### config.mk
export PLATFORM = sky130hd
export DESIGN_NAME = ctc_timer
export DESIGN_NICKNAME = d
export VERILOG_FILES = /design/src/rtl/ctc_pkg.sv /design/src/rtl/ctc_count.sv /design/src/rtl/ctc_outunit.sv /design/src/rtl/ctc_timer.sv
export SDC_FILE = /design/constraint.sdc
export NUM_CORES = 1
export LEC_CHECK = 0
export CAP_MARGIN = 20
export CORE_UTILIZATION = 38
export DETAILED_ROUTE_END_ITERATION = 8
export PLACE_DENSITY = 0.85
export SYNTH_ARGS = -nofsm -noshare
export SYNTH_HDL_FRONTEND = slang
export SYNTH_SLANG_ARGS = --single-unit
### constraint.sdc
create_clock -name clk -period 1.69 [get_ports clk]
set_clock_uncertainty 0.15 [all_clocks]
set_input_delay 0.338 -clock clk [delete_from_list [all_inputs] [get_ports clk]]
set_output_delay 0.338 -clock clk [all_outputs]
set_load 0.01 [all_outputs]
### src/rtl/ctc_pkg.sv
package ctc_pkg;

    typedef enum logic [1:0] {
        ACT_OFF    = 2'b00,
        ACT_TOGGLE = 2'b01,
        ACT_CLEAR  = 2'b10,
        ACT_SET    = 2'b11
    } act_mode_e;

    typedef struct packed {
        logic flag;
        logic wave;
    } out_state_t;

endpackage

### src/rtl/ctc_count.sv
module ctc_count #(
    parameter int WIDTH = 8
) (
    input  logic             clk,
    input  logic             rst,
    input  logic             tick_i,
    input  logic [WIDTH-1:0] top_i,
    output logic [WIDTH-1:0] cnt_o,
    output logic             hit_o
);
    localparam logic [WIDTH-1:0] ONE = WIDTH'(1);

    typedef struct packed {
        logic [WIDTH-1:0] cnt;
    } cnt_state_t;

    cnt_state_t state_d, state_q;
    logic       at_top;

    always_comb begin
        state_d = state_q;
        at_top  = (state_q.cnt == top_i);
        hit_o   = tick_i && at_top;
        if (tick_i) begin
            if (at_top) state_d.cnt = '0;
            else        state_d.cnt = state_q.cnt + ONE;
        end
    end

    always_ff @(posedge clk) begin
        if (rst) state_q <= '0;
        else     state_q <= state_d;
    end

    assign cnt_o = state_q.cnt;
endmodule

### src/rtl/ctc_outunit.sv
module ctc_outunit
    import ctc_pkg::*;
(
    input  logic       clk,
    input  logic       rst,
    input  logic       hit_i,
    input  logic       clr_i,
    input  logic [1:0] mode_i,
    output logic       flag_o,
    output logic       wave_o,
    output logic       ovr_o
);
    out_state_t state_d, state_q;
    act_mode_e  mode;

    always_comb begin
        mode    = act_mode_e'(mode_i);
        state_d = state_q;
        if (clr_i) state_d.flag = 1'b0;
        if (hit_i) begin
            state_d.flag = 1'b1;
            unique case (mode)
                ACT_TOGGLE: state_d.wave = ~state_q.wave;
                ACT_CLEAR:  state_d.wave = 1'b0;
                ACT_SET:    state_d.wave = 1'b1;
                default:    state_d.wave = state_q.wave;
            endcase
        end
        ovr_o = (mode != ACT_OFF);
    end

    always_ff @(posedge clk) begin
        if (rst) state_q <= '0;
        else     state_q <= state_d;
    end

    assign flag_o = state_q.flag;
    assign wave_o = state_q.wave;
endmodule

### src/rtl/ctc_timer.sv
module ctc_timer #(
    parameter int WIDTH = 8
) (
    input  logic             clk,
    input  logic             rst,
    input  logic             tick_i,
    input  logic [WIDTH-1:0] cmp_i,
    input  logic [1:0]       mode_i,
    input  logic             dir_i,
    input  logic             flag_clr_i,
    output logic [WIDTH-1:0] count_o,
    output logic             match_flag_o,
    output logic             wave_o,
    output logic             pin_ovr_o,
    output logic             pin_oe_o
);
    logic hit;

    ctc_count #(.WIDTH(WIDTH)) u_count (
        .clk    (clk),
        .rst    (rst),
        .tick_i (tick_i),
        .top_i  (cmp_i),
        .cnt_o  (count_o),
        .hit_o  (hit)
    );

    ctc_outunit u_out (
        .clk    (clk),
        .rst    (rst),
        .hit_i  (hit),
        .clr_i  (flag_clr_i),
        .mode_i (mode_i),
        .flag_o (match_flag_o),
        .wave_o (wave_o),
        .ovr_o  (pin_ovr_o)
    );

    assign pin_oe_o = pin_ovr_o & dir_i;
endmodule

==> impl_metrics.json <==
{
  "outcome": "finished clean",
  "ys_ff_latch": 10,
  "fin_crit_sh": 0.978,
  "ys.warnings.count": 0,
  "vias": 587,
  "fin_crit_ns": 1.65,
  "grt_pass1_vias": 540,
  "antenna_cells": 0,
  "tritoncts": "done",
  "antenna_found_initial": 0,
  "nFillCells": 113,
  "r2r_cells": 4,
  "instances_no_fill": 119,
  "grt_max_degree": 7,
  "regToRegSetupSlack_ns": 0.13,
  "initial_utilization": 0.414,
  "reg2reg_from": "u_count.cnt_o[6]$_SDFFE_PP0P_",
  "core_area_sq_um": 1330,
  "max_freq_mhz": 605,
  "fin_nets": 122,
  "drv_slew": 0,
  "p_clk_frac": 0.306,
  "drc": 0,
  "drive_gt1_frac": 0.260,
  "avgSynthCellArea_sq_um": 8.76,
  "rows": 13,
  "pin_count": 27,
  "cp_num_buf_inv": 1,
  "grtUsageTotal": 0.202,
  "grt_pass1_wl_um": 2110,
  "maxSlewHeadroom": 0.845,
  "peakVddDrop_mv": 0.425,
  "overflow": 0,
  "yosys.area.top_type": "dfxtp_1",
  "synth_top_area_share": 0.363,
  "drv_cap": 0,
  "cpLargestDelayFamily": "compound AO/OA/AOI/OAI gates",
  "power.density_nw_per_um2": 544,
  "p_leak_nw": 0.469,
  "synth-edff-count": 0,
  "seq_area_frac_synth": 0.363,
  "comb_power_share": 0.223,
  "dp_slack_ns": -0.491,
  "syn_inst": 63,
  "clock_sinks": 10,
  "min_to": "u_out.flag_o$_SDFFE_PP0P_",
  "die-area_sq_um": 1610,
  "power_frac_seq": 0.471,
  "hold-path-cell-count": 2,
  "cp_cell_sequence": "clkdlybuf4s50_1 -> xnor2_2 -> nand3_2 -> o31a_1 -> o31a_1",
  "critPathKind": "in2reg",
  "drt-initial-drc-count": 3,
  "tightest_slew_ns": 0.230,
  "setup_viol": 0,
  "fin_util": 0.727,
  "start_kind": "input port",
  "timing.rr.end": "u_out.wave_o$_SDFFE_PP0P_",
  "cts_hold_buf": 0,
  "io_buffer_count": 26,
  "critical-path-max-stage-delay_ns": 0.51,
  "synth_nets": 79,
  "hp-start": "u_out.flag_o$_SDFFE_PP0P_",
  "cp_max_fo": 4,
  "gp_congestion": 0.721,
  "critPathRequiredTime_ns": 1.69,
  "arrival_ns": 1.66,
  "clk_latency_ns": 0.27,
  "vias_per_cell": 4.93,
  "synthArstFlopShare": 0,
  "clk_pin_slew_ns": 0.06,
  "swShare": 0.254,
  "routed_wl_um": 1440,
  "final_hold_viol_count": 0,
  "placed_cells_incl_taps": 115,
  "synth_flop_cell": "dfxtp_1",
  "synth_common_cells": "12 x xnor2_1, 10 x dfxtp_1, 10 x nor2_1",
  "holdWs_ns": 0.324,
  "antenna_left": 0,
  "p_int_uw": 394,
  "wl_per_cell_um": 12.1,
  "worst_slack_ns": 0.0380,
  "synth.most_common_cell": "xnor2_1",
  "die_h_um": 40.1,
  "p_sw_uw": 134,
  "cts.htree.levels": 1,
  "synth.cell_area_sq_um": 552,
  "cts_buffers": 3,
  "cts-root-buf": "clkbuf_4",
  "slowest_stage": "clkdlybuf4s50_1",
  "first_pass_iters": 4,
  "cp_common_cell": "o31a_1",
  "synth_area_leaders": "dfxtp_1 36%, xnor2_1 19%, nor2_1 6.8%, xor2_1 4.8%, o31ai_4 3.9%",
  "rsz0062_at_grt": "no",
  "yosysUniqueCellTypes": 22,
  "clockBufferDepth": 2,
  "end_kind": "flip-flop",
  "die_w_um": 40.1,
  "syn_to_final_growth_pct": 75.7,
  "hp-class": "reg2reg"
}
==> worst max path at each step <==
stage	end	startpoint	cells past startpoint	slack [ns]
final	u_out.wave_o$_SDFFE_PP0P_	cmp_i[3]	5	0.04
after global routing	u_out.flag_o$_SDFFE_PP0P_	cmp_i[3]	5	0.002
after CTS	u_out.wave_o$_SDFFE_PP0P_	cmp_i[2]	5	-0.02
after detailed placement	pin_oe_o	mode_i[1]	4	-0.49
after global placement	pin_oe_o	mode_i[1]	4	-0.47
after floorplan	u_out.wave_o$_SDFFE_PP0P_	u_count.cnt_o[1]$_SDFFE_PP0P_	4	0.11
==> cells in the final DEF, fill, tap and decap left out, types with 2 or more instances in the layout <==
master | Yosys | layout
buf_4 | 0 | 13
dlygate4sd2_1 | 0 | 11
xnor2_1 | 12 | 10
nor2_1 | 10 | 10
clkdlybuf4s50_1 | 0 | 9
dfxtp_1 | 10 | 7
dlymetal6s2s_1 | 0 | 5
nand2_1 | 5 | 4
nand4_1 | 3 | 3
nand3_1 | 3 | 3
xor2_1 | 3 | 3
clkbuf_4 | 0 | 3
dfxtp_2 | 0 | 3
xnor2_2 | 0 | 2
inv_1 | 2 | 2
o31a_1 | 2 | 2
==> cell type report <==
class	count	area, sq um	share of cell area
Clock buffer	3	22.5	0.0232
Inverter	2	7.51	0.00774
Multi-Input combinational cell	50	365	0.377
Sequential cell	10	204	0.210
Tap cell	15	18.8	0.0194
Timing Repair Buffer	39	352	0.363
==> metal layers <==
layer  vias up  track usage  part of all wire
li1        294            -                 -
met1       269        0.193              0.36
met2        22        0.395              0.55
met3         2       0.0389             0.080
met4         0        0.103            0.0083
met5         -            0                 0
==> timing repair <==
action	CTS	global route
resized for setup	19	9
setup buffers	0	1
endpoints found under the setup margin	9	6
pin swaps	1	2
==> worst register-to-register path, cell delays in order (launching register included) <==
cell and delay [ns]:
dfxtp_2 0.34, xnor2_1 0.17, nand4_1 0.18, o31a_1 0.33
o31a_1 0.26
==> per-stage QoR <==
step	power [mW]	area, sq um	TNS, ns
final	0.528	970	0
after global routing	0.555	970	0
after CTS	0.530	938	-0.0163
after detailed placement	0.373	916	-3.09
after global placement	0.371	916	-2.81
after floorplan	0.300	552	0
==> state kept, by name (all words and copies together), names as in the netlist <==
name,count
u_out.wave_o,1
u_count.cnt_o,8
u_out.flag_o,1
==> cell families (layout without fill, tap and decap cells) <==
group / count (synthesis) / count (layout) / synth area share
AND/OR/NAND/NOR: 28 / 28 / 0.247
XOR/XNOR: 15 / 15 / 0.238
flip-flops: 10 / 10 / 0.363
AO/OA/AOI/OAI: 5 / 5 / 0.0884
buffers and inverters: 3 / 44 / 0.0227
adder cells (fa/ha/maj): 1 / 1 / 0.0227
multiplexers: 1 / 1 / 0.0181
==> power groups by stage <==
stage	Clock (mW)	Sequential (mW)	Combinational, mW
after global routing	0.177	0.249	0.129
after CTS	0.166	0.249	0.115
after global placement	0	0.253	0.117
final	0.162	0.248	0.118
after detailed placement	0	0.254	0.120
after floorplan	0	0.257	0.0432
(Power assumes the default switching activity.)
